<file path="config.mk">
export PLATFORM = sky130hd
export DESIGN_NAME = sar_bus_ctrl
export DESIGN_NICKNAME = d
export VERILOG_FILES = /design/src/rtl/sar_ctl_pkg.sv /design/src/rtl/sar_prescaler.sv /design/src/rtl/sar_search.sv /design/src/rtl/sar_irq.sv /design/src/rtl/sar_bus_ctrl.sv
export SDC_FILE = /design/constraint.sdc
export NUM_CORES = 1
export LEC_CHECK = 0
export BUFFER_PORTS_ARGS = -buffer_cell sky130_fd_sc_hd__buf_2
export CAP_MARGIN = 15
export CORE_MARGIN = 1.5
export CORE_UTILIZATION = 59
export CTS_CLUSTER_SIZE = 30
export DETAILED_ROUTE_END_ITERATION = 6
export PLACE_DENSITY = 0.83
export RECOVER_POWER = 25
export SLEW_MARGIN = 20
export SYNTH_ARGS = -nofsm -noshare
export SYNTH_HDL_FRONTEND = slang
export SYNTH_HIERARCHICAL = 1
export SYNTH_SLANG_ARGS = --single-unit
</file>
<file path="constraint.sdc">
create_clock -name clk -period 5.1 [get_ports clk]
set_input_delay 0.765 -clock clk [delete_from_list [all_inputs] [get_ports clk]]
set_output_delay 0.765 -clock clk [all_outputs]
set_load 0.03 [all_outputs]
</file>
<file path="src/rtl/sar_ctl_pkg.sv">
package sar_ctl_pkg;

    localparam int unsigned CODE_BITS = 8;
    localparam int unsigned STEP_LOG2 = 3;

    typedef enum logic [1:0] {
        ST_IDLE = 2'd0,
        ST_HOLD = 2'd1,
        ST_ARM  = 2'd2,
        ST_RUN  = 2'd3
    } conv_state_e;

endpackage

</file>
<file path="src/rtl/sar_prescaler.sv">
module sar_prescaler #(
    parameter int unsigned DIV_LOG2 = 3
) (
    input  logic clk,
    input  logic rst,
    output logic tick
);
    logic [DIV_LOG2-1:0] cnt;

    always_ff @(posedge clk) begin
        if (rst) cnt <= '0;
        else     cnt <= cnt + 1'b1;
    end

    assign tick = &cnt;

    // steps never come back to back
    p_tick_gap_r1: assert property (@(posedge clk) disable iff (rst)
        tick |=> !tick);
endmodule

</file>
<file path="src/rtl/sar_search.sv">
module sar_search
    import sar_ctl_pkg::*;
#(
    parameter int unsigned CODE_W = 8
) (
    input  logic              clk,
    input  logic              rst,
    input  logic              tick,
    input  logic              start_hold,
    input  logic              cmp_hi,
    output logic [CODE_W-1:0] trial,
    output logic              done,
    output logic [CODE_W-1:0] final_code
);
    localparam int unsigned IDX_W = $clog2(CODE_W);
    localparam logic [CODE_W-1:0] ONE = {{(CODE_W-1){1'b0}}, 1'b1};
    localparam logic [IDX_W-1:0]  TOP = IDX_W'(CODE_W-1);

    conv_state_e       state;
    logic [CODE_W-1:0] sar;
    logic [IDX_W-1:0]  bitpos;
    logic [CODE_W-1:0] cur_mask;
    logic [CODE_W-1:0] decided;

    assign cur_mask   = ONE << bitpos;
    assign decided    = cmp_hi ? sar : (sar & ~cur_mask);
    assign done       = (state == ST_RUN) && tick && (bitpos == '0) && !start_hold;
    assign final_code = decided;
    assign trial      = sar;

    always_ff @(posedge clk) begin
        if (rst) begin
            state  <= ST_IDLE;
            sar    <= '0;
            bitpos <= '0;
        end else if (start_hold) begin
            state  <= ST_HOLD;
            sar    <= '0;
            bitpos <= '0;
        end else begin
            case (state)
                ST_HOLD: state <= ST_ARM;
                ST_ARM: if (tick) begin
                    state  <= ST_RUN;
                    sar    <= ONE << TOP;
                    bitpos <= TOP;
                end
                ST_RUN: if (tick) begin
                    if (bitpos == '0) begin
                        sar   <= decided;
                        state <= ST_IDLE;
                    end else begin
                        sar    <= decided | (cur_mask >> 1);
                        bitpos <= bitpos - 1'b1;
                    end
                end
                default: ;
            endcase
        end
    end

    // a start command clears the trial code
    p_hold_clears_r4: assert property (@(posedge clk) disable iff (rst)
        start_hold |=> (trial == '0));
    // the search opens with only the top bit set
    p_msb_first_r2: assert property (@(posedge clk) disable iff (rst)
        (state == ST_ARM && tick && !start_hold) |=> (trial == (ONE << TOP)));
    // no progress while the start condition is held
    p_hold_state_r4: assert property (@(posedge clk) disable iff (rst)
        start_hold |=> (state == ST_HOLD));
endmodule

</file>
<file path="src/rtl/sar_irq.sv">
module sar_irq #(
    parameter int unsigned CODE_W   = 8,
    parameter int unsigned DIV_LOG2 = 3
) (
    input  logic              clk,
    input  logic              rst,
    input  logic              done,
    input  logic [CODE_W-1:0] code,
    input  logic              start_hold,
    input  logic              read_en,
    output logic [CODE_W-1:0] dout,
    output logic              intr_n
);
    localparam logic [DIV_LOG2-1:0] WIN = {DIV_LOG2{1'b1}};

    logic [CODE_W-1:0]   latch_q;
    logic [DIV_LOG2-1:0] set_cnt;

    always_ff @(posedge clk) begin
        if (rst) begin
            latch_q <= '0;
            intr_n  <= 1'b1;
            set_cnt <= '0;
        end else if (start_hold) begin
            intr_n  <= 1'b1;
            set_cnt <= '0;
        end else if (done) begin
            latch_q <= code;
            intr_n  <= 1'b0;
            set_cnt <= WIN;
        end else if (set_cnt != '0) begin
            set_cnt <= set_cnt - 1'b1;
        end else if (read_en) begin
            intr_n  <= 1'b1;
        end
    end

    assign dout = latch_q;

    // completion pulls the interrupt low
    p_done_sets_r8: assert property (@(posedge clk) disable iff (rst)
        done |=> !intr_n);
    // a start command releases the interrupt
    p_start_clears_r4: assert property (@(posedge clk) disable iff (rst)
        start_hold |=> intr_n);
    // reads cannot cut the set window short
    p_set_window_r10: assert property (@(posedge clk) disable iff (rst)
        (!intr_n && set_cnt != '0 && !start_hold) |=> !intr_n);
endmodule

</file>
<file path="src/rtl/sar_bus_ctrl.sv">
module sar_bus_ctrl
    import sar_ctl_pkg::*;
#(
    parameter int unsigned CODE_W   = CODE_BITS,
    parameter int unsigned DIV_LOG2 = STEP_LOG2
) (
    input  logic              clk,
    input  logic              rst,
    input  logic              cs_n,
    input  logic              wr_n,
    input  logic              rd_n,
    input  logic              cmp_hi,
    output logic [CODE_W-1:0] trial_code,
    output logic [CODE_W-1:0] dout,
    output logic              dout_oe,
    output logic              intr_n
);
    logic              tick;
    logic              start_hold;
    logic              read_en;
    logic              done;
    logic [CODE_W-1:0] final_code;

    assign start_hold = !cs_n && !wr_n;
    assign read_en    = !cs_n && !rd_n;
    assign dout_oe    = read_en;

    sar_prescaler #(.DIV_LOG2(DIV_LOG2)) u_pre (
        .clk (clk),
        .rst (rst),
        .tick(tick)
    );

    sar_search #(.CODE_W(CODE_W)) u_search (
        .clk       (clk),
        .rst       (rst),
        .tick      (tick),
        .start_hold(start_hold),
        .cmp_hi    (cmp_hi),
        .trial     (trial_code),
        .done      (done),
        .final_code(final_code)
    );

    sar_irq #(.CODE_W(CODE_W), .DIV_LOG2(DIV_LOG2)) u_irq (
        .clk       (clk),
        .rst       (rst),
        .done      (done),
        .code      (final_code),
        .start_hold(start_hold),
        .read_en   (read_en),
        .dout      (dout),
        .intr_n    (intr_n)
    );
endmodule

</file>
==> out/results.tsv <==
stage	metric	value	unit
logic_synthesis	post-synthesis cell area	1420	um^2
run_status	status	finished clean	
critical_path	Critical R2R Launch	u_search/bitpos[0]	
timing	total negative setup slack	0	ns
min_path	hold depth	1	
logic_synthesis	Main synth FF type	dfxtp_1	
critical_path	CP max FO	8	
logic_synthesis	Post-synth EDFFs	0	
logic_synthesis	Synth top area share	0.396	
cells_and_area	Area growth, synth to finish	10.3	%
detailed_routing	routed wire length	2870	um
global_routing	vias in the first global route	1134	
die	die area	2700	um^2
logic_synthesis	top cells by area, synth	dfxtp_1 (40%), ha_1 (11%), nor2_1 (5.8%)	
die	Ports	24	
place	DP Worst Slack	2.70	ns
logic_synthesis	Syn Nets	175	
logic_synthesis	Synth area leader	dfxtp_1	
timing	final setup fails	0	
die	Initial Util	0.634	
global_routing	largest net degree at the start of global routing	18	
clocking	Clk Latency, worst-skew pair	0.32	ns
detailed_routing	DR pass1 iterations	4	
logic_synthesis	Yosys warnings	6	
timing	minimum clock period	2.49	ns
detailed_routing	DR iter-0 viols	22	
min_path	Hold EP	u_pre/cnt[0]	
die	num rows	17	
timing	Max-slew headroom	0.536	
critical_path	Worst R2R Setup Slack	2.61	ns
place	PortBufs	23	
critical_path	Startpoint Class	register	
critical_path	CP Class	register to register	
global_routing	first-pass GRT wire length	4820	um
clocking	CTS tree	built	
timing	fin worst setup slack	2.61	ns
clocking	Num CTS Buffers	3	
run	Max-Cap Viols	0	
logic_synthesis	Seq/Total Area, Yosys	0.396	
die	die width	52.0	um
die	chip height	52.0	um
global_routing	antenna violations before repair	0	
min_path	hold path start	u_pre/cnt[0]	
timing	Fmax achieved	0.401	GHz
cells_and_area	Sequential cell area	561	um^2
logic_synthesis	most frequent cell after synthesis	dfxtp_1	
cells_and_area	area taken by multi-input logic gates	787	um^2
timing	slew of the pin with the lowest slew margin	0.689	ns
timing	clk_skew	0.00333	ns
critical_path	Worst R2R End	u_irq/dout[1]	
cells_and_area	ANT cells	0	
place	Final GP Congestion	0.800	
power	Max VDD drop	0.247	mV
logic_synthesis	ys async rst share	0	
global_routing	gr usage total	0.239	
clocking	CTS Root Cell	clkbuf_4	
clocking	H-tree depth	1	
cells_and_area	# fillers	193	
clocking	Resize count post-CTS	0	
logic_synthesis	Syn Area/Cell	9.08	um^2
cells_and_area	Core Util, Final	0.700	
clocking	clk sinks	28	
global_routing	total grt overflow	0	
cells_and_area	nets	198	
timing	count of final hold-check violations	0	
timing	Hold Slack	0.434	ns
clocking	total setup buffers inserted after CTS	0	
power	leakage	0.680	nW
critical_path	slowest CP cell	nor3_1	
logic_synthesis	Cell variety after synth	40	
logic_synthesis	synth cell count leaders	dfxtp_1 (28), nor2_1 (22), ha_1 (13)	
clocking	Reg clk slew, reported paths	0.15	ns
detailed_routing	DRC	0	
timing	Max Slew Vio Count	0	
logic_synthesis	instance count of the mapped netlist	156	
die	core area	2230	um^2
critical_path	worst reg-to-reg path cell count	7	
critical_path	Worst Path Arrival	2.69	ns
detailed_routing	post-route ant nets	0	
timing	period utilization	0.489	
timing	RSZ-0062 raised after global routing	no	
logic_synthesis	Yosys reg bits	28	
clocking	Hold Buf Count CTS	0	
critical_path	worst-path cell chain	inv_1 > ha_1 > or2b_1 > nor3_1 > and2b_1 > mux2i_1 > nor2_1	
cells_and_area	layout cell share with drive strength beyond 1	0.185	
min_path	HP Class	register to register	
power	Pwr Density	321	nW/um^2
critical_path	CP endpoint kind	register	
critical_path	CP Data Required Time	5.30	ns
critical_path	CP peak stage delay	0.50	ns
place	Detail Placement HPWL	2150	um
detailed_routing	WL per Instance	14.0	um
detailed_routing	via count	1141	
detailed_routing	Via-to-Cell Ratio	5.54	
clocking	clock buffer depth	2	
==> final cells by class <==
class / count / share of cell area
Multi-Input combinational cell: 115 / 0.504
Tap cell: 28 / 0.0224
Sequential cell: 28 / 0.359
Clock buffer: 4 / 0.0232
Timing Repair Buffer: 23 / 0.0729
Inverter: 8 / 0.0192
==> stage by stage <==
step / cell area, um^2 / total power, mW / cells
floorplan: 1420 / 0.368 / 156
global placement: 1530 / 0.387 / 202
detailed placement: 1530 / 0.399 / 202
CTS: 1570 / 0.506 / 206
global route: 1560 / 0.535 / 206
finish: 1560 / 0.501 / 206
==> cell families (layout without fill, tap and decap cells) <==
kind of cell / count (synthesis) / after routing / share of synthesized area
buffers and inverters: 13 / 35 / 0.0459
XOR/XNOR: 1 / 1 / 0.00618
adder cells (fa/ha/maj): 13 / 13 / 0.115
flip-flops: 28 / 28 / 0.396
AO/OA/AOI/OAI: 41 / 41 / 0.191
multiplexers: 9 / 9 / 0.0645
AND/OR/NAND/NOR: 51 / 51 / 0.182
==> worst max-delay path by stage <==
stage                  startpoint            end  cells after the start
5_1_grt        u_search/bitpos[0]  u_irq/dout[1]                      7
3_5_place_dp   u_search/bitpos[0]  u_irq/dout[1]                      7
3_3_place_gp                 cs_n  u_irq/dout[6]                      6
4_1_cts        u_search/bitpos[0]  u_irq/dout[1]                      7
6_report       u_search/bitpos[0]  u_irq/dout[1]                      7
2_1_floorplan                cs_n        dout_oe                      1
==> metal layers <==
layer / wire length [um] / part of all wire / track usage
met1: 1310 / 0.46 / 0.286
met3: 90 / 0.031 / 0.0316
met2: 1440 / 0.50 / 0.416
met5: 0 / 0 / 0
met4: 31 / 0.011 / 0.114
==> power breakdown <==
group,internal (mW),switching (mW),total [mW]
Combinational,0.0708,0.0695,0.140
Clock,0.0437,0.0642,0.108
Sequential,0.237,0.0158,0.253
Total,0.351,0.149,0.501
==> registers in the layout, indices dropped and copies added (netlist names) <==
name and count:
u_search/state 2, u_search/trial 8, u_irq/set_cnt 3, u_irq/dout 8, u_search/bitpos 3, u_pre/cnt 3
u_irq/intr_n 1
==> cell usage in the layout, fill, tap and decap left out, types with 2 or more instances in the layout <==
master	count
a21boi_0	3
o21ai_1	2
clkbuf_4	3
dfxtp_1	28
inv_1	8
and2b_1	3
o21ai_0	8
o21a_1	2
buf_2	22
nor2b_1	3
ha_1	13
a21oi_1	12
nand2_1	8
a21boi_1	3
a211oi_1	5
mux2i_1	8
nor2_1	22
nor3_1	3
==> worst max-delay path, delay by kind of cell, from the launching register on <==
kind / cells / cell delay (ns)
simple gates: 4 / 1.34
buf+inv: 1 / 0.12
fa+ha+maj: 1 / 0.28
flops: 1 / 0.38
mux: 1 / 0.25
Note: power is estimated with default switching activity, not from simulation.
